### config.mk
export PLATFORM = sky130hd
export DESIGN_NAME = burst_addr_seq
export DESIGN_NICKNAME = d
export VERILOG_FILES = /design/src/rtl/burst_seq_pkg.sv /design/src/rtl/burst_seq_ctl.sv /design/src/rtl/burst_seq_state.sv /design/src/rtl/burst_seq_order.sv /design/src/rtl/burst_addr_seq.sv
export SDC_FILE = /design/constraint.sdc
export NUM_CORES = 1
export LEC_CHECK = 0
export CORE_AREA = 2 2 39 41
export CTS_BUF_LIST = sky130_fd_sc_hd__clkbuf_16
export CTS_CLUSTER_SIZE = 8
export DETAILED_ROUTE_END_ITERATION = 8
export DIE_AREA = 0 0 41 43
export DONT_BUFFER_PORTS = 1
export PLACE_DENSITY = 0.37
export RECOVER_POWER = 50
export SYNTH_ARGS = -nofsm -noshare
export SYNTH_HDL_FRONTEND = slang
export SYNTH_HIERARCHICAL = 1
export SYNTH_SLANG_ARGS = --single-unit
export TNS_END_PERCENT = 5
### constraint.sdc
create_clock -name clk -period 1.25 [get_ports clk]
set_clock_uncertainty 0.05 [all_clocks]
set_input_delay 0 -clock clk [delete_from_list [all_inputs] [get_ports clk]]
set_output_delay 0 -clock clk [all_outputs]
set_load 0.05 [all_outputs]
### src/rtl/burst_seq_pkg.sv
// Package: shared ordering type for the burst address sequencer.
// Assumes: mode 0 selects linear and mode 1 selects interleaved order.
package burst_seq_pkg;
    typedef enum logic {
        ORD_LINEAR     = 1'b0,
        ORD_INTERLEAVE = 1'b1
    } burst_order_t;
endpackage

### src/rtl/burst_seq_ctl.sv
// Module: burst_seq_ctl
// Decodes the strobes, select and advance into a load pulse and a step pulse.
// Assumes: all inputs are already synchronous to the block clock. Load and
// step can never be high together, because a step needs both strobes idle.
module burst_seq_ctl (
    input  logic proc_stb_n,
    input  logic ctrl_stb_n,
    input  logic sel_ok,
    input  logic adv_n,
    output logic load,
    output logic step
);
    logic any_stb;

    // Purpose: flag a strobe on either address-status input.
    always_comb begin
        any_stb = !proc_stb_n || !ctrl_stb_n;
    end

    // Purpose: accept a strobe only while selected; step only while no strobe is present.
    always_comb begin
        load = any_stb && sel_ok;
        step = !any_stb && !adv_n;
    end
endmodule

### src/rtl/burst_seq_state.sv
// Module: burst_seq_state
// Holds the captured start value and the free-running beat count.
// Assumes: load and step are mutually exclusive. The reset is synchronous
// and active low.
module burst_seq_state #(
    parameter int CNT_W = 2
) (
    input  logic             clk,
    input  logic             rst_n,
    input  logic             load,
    input  logic             step,
    input  logic [CNT_W-1:0] ext_low,
    output logic [CNT_W-1:0] start_q,
    output logic [CNT_W-1:0] beat_q
);
    localparam logic [CNT_W-1:0] ZERO = '0;
    localparam logic [CNT_W-1:0] ONE  = CNT_W'(1);

    // Purpose: capture the start value on a load, keep it otherwise.
    always_ff @(posedge clk) begin
        if (!rst_n)    start_q <= ZERO;
        else if (load) start_q <= ext_low;
    end

    // Purpose: clear the beat count on a load and count up on each step, wrapping.
    always_ff @(posedge clk) begin
        if (!rst_n)    beat_q <= ZERO;
        else if (load) beat_q <= ZERO;
        else if (step) beat_q <= beat_q + ONE;
    end
endmodule

### src/rtl/burst_seq_order.sv
// Module: burst_seq_order
// Combines the start value and the beat count into the effective low bits,
// in linear or interleaved order.
// Assumes: the mode may change at any time. The result is purely combinational.
module burst_seq_order
    import burst_seq_pkg::*;
#(
    parameter int CNT_W = 2
) (
    input  burst_order_t     order,
    input  logic [CNT_W-1:0] start_q,
    input  logic [CNT_W-1:0] beat_q,
    output logic [CNT_W-1:0] eff_low
);
    logic [CNT_W-1:0] ilv_addr;
    logic [CNT_W-1:0] lin_addr;

    // Interleaved order: each bit is flipped by the matching beat bit.
    for (genvar b = 0; b < CNT_W; b++) begin : g_ilv_bit
        assign ilv_addr[b] = start_q[b] ^ beat_q[b];
    end

    // Purpose: linear order, start plus beat modulo the burst length.
    always_comb begin
        lin_addr = start_q + beat_q;
    end

    // Purpose: select the ordering named by the mode.
    always_comb begin
        eff_low = (order == ORD_INTERLEAVE) ? ilv_addr : lin_addr;
    end
endmodule

### src/rtl/burst_addr_seq.sv
// Module: burst_addr_seq (top)
// Burst address sequencer: loads the low address bits on an accepted strobe,
// steps through a 2**CNT_W beat burst on advance, holds otherwise, and
// orders the beats linearly or interleaved depending on ilv_mode.
// Assumes: one clock domain, synchronous active-low reset, and an upper
// address register outside this block.
module burst_addr_seq
    import burst_seq_pkg::*;
#(
    parameter int CNT_W = 2
) (
    input  logic             clk,
    input  logic             rst_n,
    input  logic             proc_stb_n,
    input  logic             ctrl_stb_n,
    input  logic             sel_ok,
    input  logic             adv_n,
    input  logic             ilv_mode,
    input  logic [CNT_W-1:0] ext_low,
    output logic [CNT_W-1:0] eff_low
);
    logic             load;
    logic             step;
    logic [CNT_W-1:0] start_q;
    logic [CNT_W-1:0] beat_q;
    burst_order_t     order;

    // Purpose: map the mode pin onto the ordering type.
    always_comb begin
        order = ilv_mode ? ORD_INTERLEAVE : ORD_LINEAR;
    end

    burst_seq_ctl u_ctl (
        .proc_stb_n (proc_stb_n),
        .ctrl_stb_n (ctrl_stb_n),
        .sel_ok     (sel_ok),
        .adv_n      (adv_n),
        .load       (load),
        .step       (step)
    );

    burst_seq_state #(.CNT_W(CNT_W)) u_state (
        .clk     (clk),
        .rst_n   (rst_n),
        .load    (load),
        .step    (step),
        .ext_low (ext_low),
        .start_q (start_q),
        .beat_q  (beat_q)
    );

    burst_seq_order #(.CNT_W(CNT_W)) u_order (
        .order   (order),
        .start_q (start_q),
        .beat_q  (beat_q),
        .eff_low (eff_low)
    );
endmodule

Word-level counts from Yosys, hierarchy flattened
Cells that the tools add are included.

Register bits after elaboration: 4. Input bits: 9. Output and inout bits: 2. Logic and storage cells: 17.

$add $sub $neg: 2. Mux-type cells: 2. Bitwise operators: 3. Reduce and logical (&&, ||, !) cells: 8.

Operators by type and width (count): logical NOT 1 bit (4); adder 2 x 1 -> 2 bit (second input constant) (1); adder 2 bit (1); logical AND 1 bit (2); 2-to-1 mux 2 bit (1); OR reduction 2 bit (1); XOR 1 bit (2); logical OR 1 bit (1); 2-to-1 mux 1 bit (1); NOT 1 bit (1).

Longest topological paths before layout
Depth after elaboration: 4. Gate-level depth with buffers: 3. Gate-level depth less buffers: 3.

By module
Netlist, hierarchy kept.

Modules (own cells, without submodules): burst_seq_state (instances 1, cells an instance 14, area each 160.2 um^2, sequential area each 80.1 um^2); burst_seq_order (instances 1, cells an instance 4, area each 36.3 um^2, sequential area each 0.0 um^2); burst_seq_ctl (instances 1, cells an instance 2, area each 16.3 um^2, sequential area each 0.0 um^2).

Least setup slack after synthesis
Ideal clock, no wire load.

Path kind: flip-flop to output port. From: register u_state.beat_q[0]. To: output port eff_low[1]. Arrival time: 1.437 ns. Data required time: 1.200 ns. Setup slack: -0.237 ns. Cell stages (with the launch flop): 4. Buffers on the path: 0. Cell sequence: dfxtp_1 ha_1 nor2b_1 xnor2_1.

Word-level cells in the longest chain between the ends: 2.

RTL lines: start: declaration (line burst_seq_state.sv:14) `output logic [CNT_W-1:0] beat_q`; start signal: assignment (line burst_seq_state.sv:29) `else if (step) beat_q <= beat_q + ONE;`; adder 2 bit (line burst_seq_order.sv:25) `lin_addr = start_q + beat_q;`; 2-to-1 mux 2 bit (line burst_seq_order.sv:30) `eff_low = (order == ORD_INTERLEAVE) ? ilv_addr : lin_addr;`; end: declaration (line burst_addr_seq.sv:20) `output logic [CNT_W-1:0] eff_low`.

Every way passes these cells.

Worst setup path after layout
From: register u_state.start_q[0]. To: output port eff_low[1].

Word-level cells in the longest chain between the ends: 2.

RTL lines: start: declaration (line burst_seq_state.sv:13) `output logic [CNT_W-1:0] start_q,`; start signal: assignment (line burst_seq_state.sv:22) `else if (load) start_q <= ext_low;`; adder 2 bit (line burst_seq_order.sv:25); 2-to-1 mux 2 bit (line burst_seq_order.sv:30).

Every way passes these cells.

==> results.md <==
- Outcome: complete, no violations
- Initial Util: 15.37%
- Cell row count: 14
- Synth Area in XOR/XNOR: 12.35%
- Final Max Tran Viols: 0
- Crit path arrival time: 1.18 ns
- Max Freq: 811.6 MHz
- Main combinational cell family by area after synthesis: simple AND/OR/NAND/NOR gates
- Synth unique cells: 12
- Clk root buf: clkbuf_16
- Max VDD drop: between 0.6 and 0.7 mV
- Synth Area in Simple Gates: between 20% and 30%
- Kind of critical path: reg -> out
- Drt total wl: 537 µm
- CP endpoint: eff_low[1]
- Grt total ovfl: 0
- Min cycle time layout: 1.232 ns
- Number of global-route vias before repair: 218
- Compound-cell area share of the yosys netlist: 12.35%
- R2R Path Start: u_state/beat_q[0]
- Synthesized flop and latch total: 4
- Ratio of cells with drive above 1 in the final layout: 46.67%
- Slew HR: between 70% and 80%
- Die Ht: 43 µm
- FF-to-FF setup slack: between 0.4 and 0.5 ns
- Initial antenna violation count: 0
- Fillers: 142
- Clock buffer depth: 2
- Worst setup path start: u_state/start_q[0]
- Worst slew pin tran: 0.3625 ns
- Total core area: 1384 µm²
- Critical Path Fanout Max: 2
- Max-cap violations: 0
- Comb pwr share: between 10% and 20%
- Total iterations of the first detailed-routing run: 2
- Routed wire per std cell: 11.67 µm
- Iteration-0 DRC Markers: 2
- Period utilization: 98.58%
- Utilization after layout: 28.93%
- Yosys Warn Count: 6
- Syn-to-layout area delta: 88.24%
- Net switching power: 0.1346 mW
- Register area share after synthesis: between 30% and 40%
- Placed cell count: 38
- Part of the power in registers: 19.2%
- Worst path required time: 1.20 ns
- Share of total power in the clock network: 70.4%
- GP Congestion: 0.6075
- Largest net degree at the start of global routing: 4
- Inserted Clock Buffers: 3
- Net Count, Synth: 30
- Critical R2R Capture: u_state/beat_q[1]
- Most frequent cells in the layout: 3 x clkbuf_16, 3 x buf_4, 3 x dlygate4sd3_1
- Final std cell area, no fill: 400.4 µm²
- DRC errors left: 0
- R2r worst-path depth: 3
- Syn Area/Cell: 10.64 µm²
- Placed Area: 267.8 µm²
- Syn Std Cell Area: 212.7 µm²
- CTS tree: built
- Vias: ~180
- IO Port Bufs: 0
- Clock transition at path regs: 0.03 ns
- Crit start category: flop
- Nets: 42
- Final setup viols: 0
- Die area: 1763 µm²
- Htree depth: 1
- Worst Setup End Kind: output pin
- Width of the die: 41 µm
- Non-filler cells, final: 46
- DR vias/cell: about 4
- Gr usage total: slightly below 9%
- Antenna-violating nets left: 0
- Leak Pwr: 0.1617 nW
- Syn Inst Count: 20
- Cell Int Power: 0.5808 mW
- First-pass GRT wire length: 924 µm
- Hold WC Path Type: in -> reg
- Power, Total: 0.7154 mW
- Worst-skew pair later-pin latency: 0.22 ns
- Adder-Cell Fraction of Synth Area: between 5 and 6%
- Total clock sinks: 4
- Hold Vio Cnt, Final: 0
- Sw Ratio: roughly a fifth
- # diodes: 0
- RSZ-0062 raised after global routing: yes
- Mux cell area share after synthesis: 9.412%
- Hold Slack: 0.09600 ns
- Power per cell area: 1787 nW/µm²
- I/O Pins: 11
## Yosys cell counts, drive strengths merged
cell type	n	area (µm²)
nor2	1	3.750
and3b	1	8.760
xnor2	3	26.28
ha	1	12.51
a21boi	1	7.510
dfxtp	4	80.08
nand3b	1	7.510
nor2b	3	18.77
mux2i	2	20.02
a21oi	1	8.760
nand2b	1	8.760
a21bo	1	10.01
## worst min path at each step
stage	start	to	slack [ns]	cells after the start
2_1_floorplan	rst_n	u_state/start_q[0]	0.08	1
6_report	ctrl_stb_n	u_state/start_q[1]	0.1	3
3_3_place_gp	rst_n	u_state/start_q[1]	0.08	1
3_5_place_dp	rst_n	u_state/start_q[1]	0.09	1
5_1_grt	proc_stb_n	u_state/beat_q[1]	0.14	3
4_1_cts	ctrl_stb_n	u_state/start_q[0]	0.10	3
## per-stage QoR
step | TNS, ns | setup WS (ns)
floorplan | 0 | 0.07024
global route | -0.01459 | -0.01459
detailed placement | 0 | 0.1171
finish | 0 | 0.01779
global placement | 0 | 0.1603
CTS | 0 | 0.006275
## flip-flops by register name (all words and copies together), names as in the netlist
name             count
u_state/start_q      2
u_state/beat_q       2
## power groups by stage
stage                     clock [mW]  sequential [mW]  combinational [mW]
after global routing           0.517            0.138              0.0810
final                          0.504            0.138              0.0741
after floorplan                    0            0.138              0.0446
after detailed placement           0            0.140              0.0602
after global placement             0            0.139              0.0596
after CTS                      0.515            0.137              0.0750
## metal layers
metal	share of wire, %	up-vias	track usage (%)
li1	-	88	-
met1	39	86	8.387
met2	56	7	14.06
met3	5.2	0	1.571
met4	0	0	8.000
met5	0	-	0
## timing repair
action | CTS | global route
resized for setup | 5 | 0
buffers inserted | 2 | 0
endpoints found under the setup margin | 1 | 2
hold buffers | 3 | 1
hold endpoints to repair | 4 | 1
pin swaps | 1 | 0
## cell families after synthesis
group,count (synthesis)
and+or+nand+nor,7
DFF,4
AOI/OAI and AO/OA,3
xor gates and xnor gates,3
muxes,2
adders and majority gates,1
## critical path: stages, from the launching register on
cell and delay [ns]:
dfxtp_2 0.31, ha_2 0.17, nor2b_4 0.12, xnor2_2 0.19
buf_12 0.16
## layout make-up
class	count	area (µm²)	area share [%]
clock buffer	3	75.07	18.75
multi-input combinational	16	150.1	37.50
sequential	4	82.58	20.63
tap	16	20.02	5.000
timing repair buffer	7	72.57	18.12
(Power assumes the default switching activity.)
